## config.mk

```make
export PLATFORM = sky130hd
export DESIGN_NAME = jab_wdog
export DESIGN_NICKNAME = d
export VERILOG_FILES = /design/src/rtl/jab_pkg.sv /design/src/rtl/jab_burst_timer.sv /design/src/rtl/jab_quiet_timer.sv /design/src/rtl/jab_status.sv /design/src/rtl/jab_wdog.sv
export SDC_FILE = /design/constraint.sdc
export NUM_CORES = 1
export LEC_CHECK = 0
export BUFFER_PORTS_ARGS = -buffer_cell sky130_fd_sc_hd__buf_4
export CORE_ASPECT_RATIO = 1.5
export CORE_MARGIN = 3
export CORE_UTILIZATION = 35
export CTS_CLUSTER_SIZE = 28
export DETAILED_ROUTE_END_ITERATION = 6
export PLACE_DENSITY = 0.52
export SLEW_MARGIN = 25
export SYNTH_ARGS = -nofsm -noshare
export SYNTH_HDL_FRONTEND = slang
export SYNTH_SLANG_ARGS = --single-unit
```

## constraint.sdc

```tcl
create_clock -name clk -period 1.9 [get_ports clk]
set_input_delay 0.38 -clock clk [delete_from_list [all_inputs] [get_ports clk]]
set_output_delay 0.38 -clock clk [all_outputs]
set_load 0.01 [all_outputs]
```

## src/rtl/jab_pkg.sv

```systemverilog
`timescale 1ns/1ps
package jab_pkg;
  typedef enum logic {JAB_OFF = 1'b0, JAB_ON = 1'b1} jab_st_t;

  function automatic int unsigned ms_to_cyc(input int unsigned clk_hz,
                                            input int unsigned ms);
    return (clk_hz / 1000) * ms;
  endfunction
endpackage

```

## src/rtl/jab_burst_timer.sv

```systemverilog
`timescale 1ns/1ps
module jab_burst_timer #(
  parameter int LIM_W = 20
) (
  input  logic             clk,
  input  logic             rst,
  input  logic             clr,
  input  logic             tx_en,
  input  logic [LIM_W-1:0] limit,
  output logic             over
);
  localparam int CW = LIM_W + 1;
  logic [CW-1:0] run_cnt;

  // run_cnt holds the number of earlier consecutive high samples
  assign over = tx_en && (run_cnt >= {1'b0, limit});

  always_ff @(posedge clk) begin
    if (rst || clr || !tx_en) begin
      run_cnt <= '0;
    end else if (run_cnt != {CW{1'b1}}) begin
      run_cnt <= run_cnt + 1'b1;
    end
  end
endmodule

```

## src/rtl/jab_quiet_timer.sv

```systemverilog
`timescale 1ns/1ps
module jab_quiet_timer #(
  parameter int UNJAB_CYC = 25_000_000
) (
  input  logic clk,
  input  logic rst,
  input  logic run,
  input  logic tx_en,
  output logic done
);
  localparam int QW = (UNJAB_CYC > 1) ? $clog2(UNJAB_CYC) : 1;
  localparam logic [QW-1:0] LAST = QW'(UNJAB_CYC - 1);
  logic [QW-1:0] quiet;

  assign done = run && !tx_en && (quiet == LAST);

  always_ff @(posedge clk) begin
    if (rst || !run || tx_en || done) begin
      quiet <= '0;
    end else begin
      quiet <= quiet + 1'b1;
    end
  end
endmodule

```

## src/rtl/jab_status.sv

```systemverilog
`timescale 1ns/1ps
module jab_status (
  input  logic clk,
  input  logic rst,
  input  logic set,
  input  logic jab_live,
  input  logic rd_stb,
  output logic sticky
);
  always_ff @(posedge clk) begin
    if (rst) begin
      sticky <= 1'b0;
    end else if (set) begin
      sticky <= 1'b1;
    end else if (rd_stb && !jab_live) begin
      sticky <= 1'b0;
    end
  end
endmodule

```

## src/rtl/jab_wdog.sv

```systemverilog
`timescale 1ns/1ps
module jab_wdog
  import jab_pkg::*;
#(
  parameter int CLK_HZ    = 50_000_000,
  parameter int UNJAB_MS  = 500,
  parameter int UNJAB_CYC = int'(ms_to_cyc(CLK_HZ, UNJAB_MS)),
  parameter int LIM_W     = 20
) (
  input  logic             clk,
  input  logic             rst,
  input  logic             tx_en,
  input  logic             speed_100,
  input  logic             jab_dis,
  input  logic [LIM_W-1:0] limit,
  input  logic             rd_stb,
  output logic             tx_force_idle,
  output logic             mac_col,
  output logic             chan_jab,
  output logic             stat_jab
);
  jab_st_t st;
  logic    active;
  logic    over;
  logic    quiet_done;
  logic    trip;

  assign active = !speed_100 && !jab_dis;
  assign trip   = active && (st == JAB_OFF) && over;

  jab_burst_timer #(.LIM_W(LIM_W)) u_burst (
    .clk   (clk),
    .rst   (rst),
    .clr   (!active || (st == JAB_ON)),
    .tx_en (tx_en),
    .limit (limit),
    .over  (over)
  );

  jab_quiet_timer #(.UNJAB_CYC(UNJAB_CYC)) u_quiet (
    .clk   (clk),
    .rst   (rst),
    .run   (active && (st == JAB_ON)),
    .tx_en (tx_en),
    .done  (quiet_done)
  );

  always_ff @(posedge clk) begin
    if (rst || !active) begin
      st <= JAB_OFF;
    end else if (st == JAB_ON) begin
      if (quiet_done) st <= JAB_OFF;
    end else if (trip) begin
      st <= JAB_ON;
    end
  end

  jab_status u_stat (
    .clk      (clk),
    .rst      (rst),
    .set      (trip),
    .jab_live (st == JAB_ON),
    .rd_stb   (rd_stb),
    .sticky   (stat_jab)
  );

  assign tx_force_idle = (st == JAB_ON);
  assign mac_col       = (st == JAB_ON);
  assign chan_jab      = (st == JAB_ON);
endmodule

```

==> impl_metrics.csv, run 1 <==
group,metric,value,unit
outcome,status,"complete, no violations",
synthesis,synth-seq-cells,48,
worst_setup_path,worstPathRequired,2080,ps
power,p_switching,412,µW
drt,firstDrtPassIters,4,
synthesis,ys_seq_area_share,34.9,%
drt,maxUsedRoutingLayer,"met4",
timing,hold_viol,0,
power,pwr-share-comb,4.3,%
power,peakVddDrop,0.521,mV
drt,drt-met1-wl,2.40,mm
synthesis,synth_nets,373,
worst_setup_path,crit_path_start_kind,"flip-flop",
grt,track_usage,14.8,%
final_layout,nNetsFinal,431,
synthesis,synthDistinctLibCells,44,
grt,grt_max_degree,25,
floorplanning,die_w,78.5,µm
clock_tree,cts_root_buf,"clkbuf_16",
final_layout,final_cell_area,0.00346,mm²
floorplanning,fp.dieH,115,µm
drt,drtIter0Drc,46,
final_layout,drive_above_1_share,20.8,%
timing,setup_tns,0,ps
flow_run,maxCapViolCount,0,
worst_setup_path,critPathMaxFanout,3,
floorplanning,core,0.00766,mm²
final_layout,areaGrowthSynthToFinish,25.5,%
timing,max_freq,548,MHz
final_layout,finish.utilization,45.2,%
timing,slew-limit-headroom,66.2,%
power,netSwitchingFraction,20.7,%
power,totalPowerFinal,1.99,mW
drt,met2WireLength,3.54,mm
timing,rsz0062_at_grt,"yes",
drt,routedWlPerCell,12.5,µm
worst_setup_path,path_cells,"or4b_1 > or4_4 > buf_4 > and3_1",
synthesis,synth-adder-area-share,9.99,%
grt,grt_pass1_wl,10.9,mm
placed_design,hpwl,4.83,mm
synthesis,synth-main-ff-cell,"dfxtp_1",
synthesis,async_reset_ff_share,0,%
drt,drc_errors,0,
timing,worst_slack,74.5,ps
timing,hold_ws,393,ps
clock_tree,cts_tree,"yes",
worst_setup_path,crit_family,"simple AND/OR/NAND/NOR gates",
synthesis,synthMuxAreaShare,0.363,%
clock_tree,cts_htree_levels,2,
hold_path,hold_path_class,"in2reg",
clock_tree,cts_hold_buffers,0,
timing,setup_viol,0,
worst_setup_path,max_stage_delay,570,ps
grt,grt-ovfl-total,0,
synthesis,synth_edf_count,0,
power,p_leak,1.47,nW
placed_design,dpl.cell_count,477,
synthesis,synth_simple_gate_area_share,28.6,%
power,powerDensity,576,mW/mm²
placed_design,gp_congestion,0.737,
synthesis,syn_inst,325,
drt,wl_met3,72,µm
power,internal_power,1.58,mW
worst_setup_path,crit_type,"reg2reg",
synthesis,synth_warnings,0,
synthesis,synth_compound_area_share,9.67,%
worst_setup_path,cp-end-kind,"flip-flop",
placed_design,port_buffers,29,
synthesis,netlist_area,0.00276,mm²
power,p_clk_share,45.1,%
worst_setup_path,critPathBufInv,1,
placed_design,dpl-instance-area,0.00328,mm²
worst_setup_path,cp_slowest_cell,"or4_4",
clock_tree,cts.sinks,48,
final_layout,regArea,961,µm²
final_layout,n_antenna_cell,0,
drt,vias,2415,
timing,drv_slew,0,
synthesis,synth-xor-area-share,10.8,%
clock_tree,cts_made_buffers,5,
grt,first_global_vias,2452,
floorplanning,fp-row-count,39,
timing,timing.final.crit_share,96.1,%
grt,antenna_found_initial,0,
power,seq_power_share,50.5,%
floorplanning,io_pins,30,
clock_tree,insertion_delay,290,ps
final_layout,finalNonFillerCells,486,
floorplanning,start_util,36.0,%
floorplanning,dieArea,0.00900,mm²
synthesis,syn_avg_cell_area,8.48,µm²
placed_design,dpl_worst_slack,-148,ps
timing,worst_slew_pin_slew,502,ps
clock_tree,path_clk_slew,70,ps
timing,fin_skew,5.76,ps
worst_setup_path,cp.arrival,2010,ps
drt,antenna_left,0,
final_layout,fillers,793,
final_layout,multi_input_area,0.00166,mm²
synthesis,synth_top_family_by_area,"simple AND/OR/NAND/NOR gates",
drt,postRouteWirelength,6.07,mm
clock_tree,clockBufferDepth,2,
timing,fin_crit,1830,ps
drt,vias_per_cell,4.97,
[worst min-delay path: stages]
cell,delay (ps)
buf_4,90
nand3b_1,110
nand2_1,50
[kinds of logic (layout without fill, tap and decap cells)]
| kind of cell | count (synthesis) | after routing |
|---|---|---|
| and+or+nand+nor | 148 | 148 |
| AOI/OAI and AO/OA | 37 | 37 |
| buffers and inverters | 35 | 94 |
| xor gates and xnor gates | 34 | 34 |
| muxes | 1 | 1 |
| DFF | 48 | 48 |
| adders and majority gates | 22 | 22 |
[cell usage after synthesis, drive strengths merged (6+ instances only)]
| library cell | count | area share (%) |
|---|---|---|
| nand4 | 19 | 4.3 |
| xor2 | 18 | 5.7 |
| ha | 22 | 10 |
| a31oi | 6 | 1.4 |
| buf | 8 | 2.1 |
| and3 | 7 | 1.6 |
| nor3 | 8 | 1.6 |
| a21oi | 12 | 2.6 |
| nor2 | 44 | 6.0 |
| nand3 | 18 | 3.3 |
| dfxtp | 48 | 35 |
| inv | 23 | 3.1 |
| and4 | 11 | 3.5 |
| nand2 | 24 | 3.5 |
| xnor2 | 16 | 5.1 |
[layout make-up]
cell class                 instances  share of cell area, %
tap                              102                   3.69
clock buffer                       6                   4.01
sequential                        48                   27.8
timing repair buffer              63                   13.7
clock inverter                     2                  0.434
multi-input combinational        242                   47.9
inverter                          23                   2.50
[final timing paths]
check | startpoint | end | slack [ps] | depth (start not counted)
max | u_quiet.quiet[22] | u_quiet.quiet[1] | 70 | 4
min | rst | u_stat.sticky | 390 | 3
max reg2reg | u_quiet.quiet[22] | u_quiet.quiet[1] | 70 | 4
min reg2reg | u_stat.sticky | u_stat.sticky | 510 | 2
[layer usage]
layer  vias to the layer above  GRT usage, %
met4                         0          3.50
met2                        11          30.2
met1                      1135          15.3
li1                       1264             -
met3                         5          2.60
met5                         -             0
[sequential cells by signal (all words and copies together), names as in the netlist]
register / cells
u_quiet.quiet: 25
chan_jab: 1
u_burst.run_cnt: 21
u_stat.sticky: 1
[power by group through the flow]
| stage | Clock, mW | Combinational [mW] | Sequential [mW] |
|---|---|---|---|
| floorplan | 0 | 0.0346 | 1.03 |
| global placement | 0 | 0.0855 | 1.03 |
| detailed placement | 0 | 0.0882 | 1.03 |
| CTS | 0.940 | 0.0888 | 1.01 |
| global route | 0.979 | 0.0996 | 1.01 |
| finish | 0.900 | 0.0864 | 1.01 |
[timing repair]
item | 4_1_cts | 5_1_grt
resized for setup | 0 | 5
buffers inserted | 0 | 1
endpoints found under the setup margin | 0 | 30
[cell usage in the layout (no fill, tap or decap), types with 3 or more instances in the layout]
| cell | instances |
|---|---|
| a211oi_1 | 3 |
| a21o_1 | 3 |
| a21oi_1 | 11 |
| a31oi_1 | 6 |
| and3_1 | 7 |
| and4_1 | 10 |
| buf_4 | 63 |
| clkbuf_16 | 5 |
| dfxtp_1 | 48 |
| ha_1 | 22 |
| inv_1 | 23 |
| nand2_1 | 23 |
| nand2b_1 | 3 |
| nand3_1 | 18 |
| nand4_1 | 19 |
| nor2_1 | 44 |
| nor3_1 | 7 |
| xnor2_1 | 16 |
| xor2_1 | 18 |
(Power assumes the default switching activity.)
==> run 2, diff against run 1 <==
- CAP_MARGIN: not set -> 5
- CORE_MARGIN: 3 -> 2
- RECOVER_POWER: not set -> 100
==> run 2 against run 1 <==
Against the previous run:
- first-iteration DRC count grew 20%
- hold slack improved by 3.1 ps
- design area shrank 0.43%
- maximum frequency fell by 1.6%
- non-clock buffer count up 1
- global-route usage is 0.27 points higher
- cell count grew 0.21%
==> impl_metrics.csv, run 2 (same netlist as run 1, synthesis figures left out) <==
group,metric,value,unit
drt,firstDrtPassIters,4,
floorplanning,io_pins,30,
clock_tree,clockBufferDepth,2,
final_layout,top_regs,"u_quiet.quiet (25), u_burst.run_cnt (21)",
worst_setup_path,reg2reg_to,"u_quiet.quiet[1]",
timing,timing.final.crit_share,97.6,%
power,p_leak,1.45,nW
floorplanning,fp.dieH,113,µm
clock_tree,cts_tree,"yes",
final_layout,drive_above_1_share,19.7,%
final_layout,regMostFlops,"u_quiet.quiet",
worst_setup_path,critPathMaxFanout,2,
drt,antenna_left,0,
floorplanning,die_w,76.5,µm
power,peakVddDrop,0.303,mV
drt,met2WireLength,3.47,mm
clock_tree,cts_hold_buffers,0,
placed_design,dpl-instance-area,0.00329,mm²
floorplanning,dieArea,0.00862,mm²
clock_tree,path_clk_slew,60,ps
final_layout,nNetsFinal,432,
placed_design,dpl_worst_slack,-75.6,ps
floorplanning,start_util,36.2,%
worst_setup_path,worstPathRequired,2070,ps
hold_path,hold_path_end,"u_stat.sticky",
clock_tree,cts_root_buf,"clkbuf_16",
final_layout,layout_commonest_cell,"buf_4",
drt,wl_met3,100,µm
timing,worst_slew_pin_slew,408,ps
flow_run,maxCapViolCount,0,
timing,drv_slew,0,
final_layout,n_antenna_cell,0,
drt,drt-met1-wl,2.54,mm
hold_path,min_from,"rst",
worst_setup_path,crit_path_start_kind,"flip-flop",
drt,drc_errors,0,
worst_setup_path,cp.arrival,2030,ps
placed_design,port_buffers,29,
final_layout,largest_reg_flops,25,
final_layout,regArea,962,µm²
placed_design,hpwl,4.91,mm
clock_tree,cts.sinks,48,
worst_setup_path,crit_type,"reg2reg",
drt,postRouteWirelength,6.18,mm
timing,rsz0062_at_grt,"no",
final_layout,areaGrowthSynthToFinish,25.0,%
worst_setup_path,reg2reg_slack,50,ps
drt,drtIter0Drc,55,
final_layout,finish.utilization,45.2,%
grt,grt_pass1_wl,10.8,mm
grt,antenna_found_initial,0,
clock_tree,postCtsSetupBuffers,0,
grt,grt_max_degree,25,
floorplanning,core,0.00761,mm²
final_layout,multi_input_area,0.00166,mm²
grt,grt-ovfl-total,0,
grt,first_global_vias,2519,
drt,vias_per_cell,5.00,
placed_design,gp_congestion,0.768,
grt,track_usage,15.1,%
clock_tree,cts_made_buffers,5,
outcome,status,"complete, no violations",
drt,maxUsedRoutingLayer,"met4",
drt,vias,2436,
worst_setup_path,cp-end-kind,"flip-flop",
timing,setup_tns,0,ps
timing,max_freq,539,MHz
timing,setup_viol,0,
timing,worst_slack,45.3,ps
power,powerDensity,573,mW/mm²
clock_tree,cts_htree_levels,2,
timing,hold_viol,0,
final_layout,final_cell_mix,"buf_4 (57), dfxtp_1 (47), nor2_1 (44)",
final_layout,fillers,828,
hold_path,whs_path_depth,3,
floorplanning,fp-row-count,39,
hold_path,hold_path_class,"in2reg",
clock_tree,cts_resized,0,
final_layout,finalNonFillerCells,487,
timing,fin_skew,5.22,ps
worst_setup_path,r2r_start,"u_quiet.quiet[9]",
drt,routedWlPerCell,12.7,µm
clock_tree,insertion_delay,280,ps
final_layout,final_cell_area,0.00344,mm²
placed_design,dpl.cell_count,479,
worst_setup_path,r2r_cells,4,
timing,slew-limit-headroom,72.7,%
timing,fin_crit,1850,ps
==> run 2: area by class of cell <==
cell class	count	share of cell area, %
clock inverters	3	0.690
repair buffers	64	13.4
multi-input cells	242	48.1
inverters	23	2.51
flip-flops and latches	48	27.9
well taps	102	3.71
clock buffers	5	3.63
==> run 2: where the power goes <==
| part | leakage [nW] | internal (mW) | switching (mW) |
|---|---|---|---|
| sequential | 0.387 | 1.01 | 0.000740 |
| clock | 0.0660 | 0.490 | 0.389 |
| combinational | 0.998 | 0.0511 | 0.0354 |
==> run 2: worst max path at each step <==
stage | from | to | slack, ps
after floorplan | u_burst.run_cnt[0] | u_burst.run_cnt[17] | 140
after global placement | limit[8] | chan_jab | -50
after detailed placement | speed_100 | u_quiet.quiet[22] | -80
after CTS | u_quiet.quiet[22] | u_quiet.quiet[22] | 30
after global routing | u_quiet.quiet[9] | u_quiet.quiet[1] | 10
final | u_quiet.quiet[9] | u_quiet.quiet[1] | 50
==> run 2: worst max-delay path, cell delays in order, from the launching register on <==
cell,delay (ps)
dfxtp_1,300
or4b_1,530
or4_4,580
clkbuf_4,170
and3_1,170
==> run 2: layer usage <==
layer	GRT usage (%)	vias to the layer above
met5	0	-
met4	4.73	0
met3	1.93	6
met2	30.2	27
met1	16.0	1141
li1	-	1262
==> run 2: through the flow <==
stage	hold WS (ps)	total power, mW
global placement	495	1.12
detailed placement	497	1.12
floorplan	452	1.06
CTS	400	2.00
global route	431	2.05
finish	396	1.97
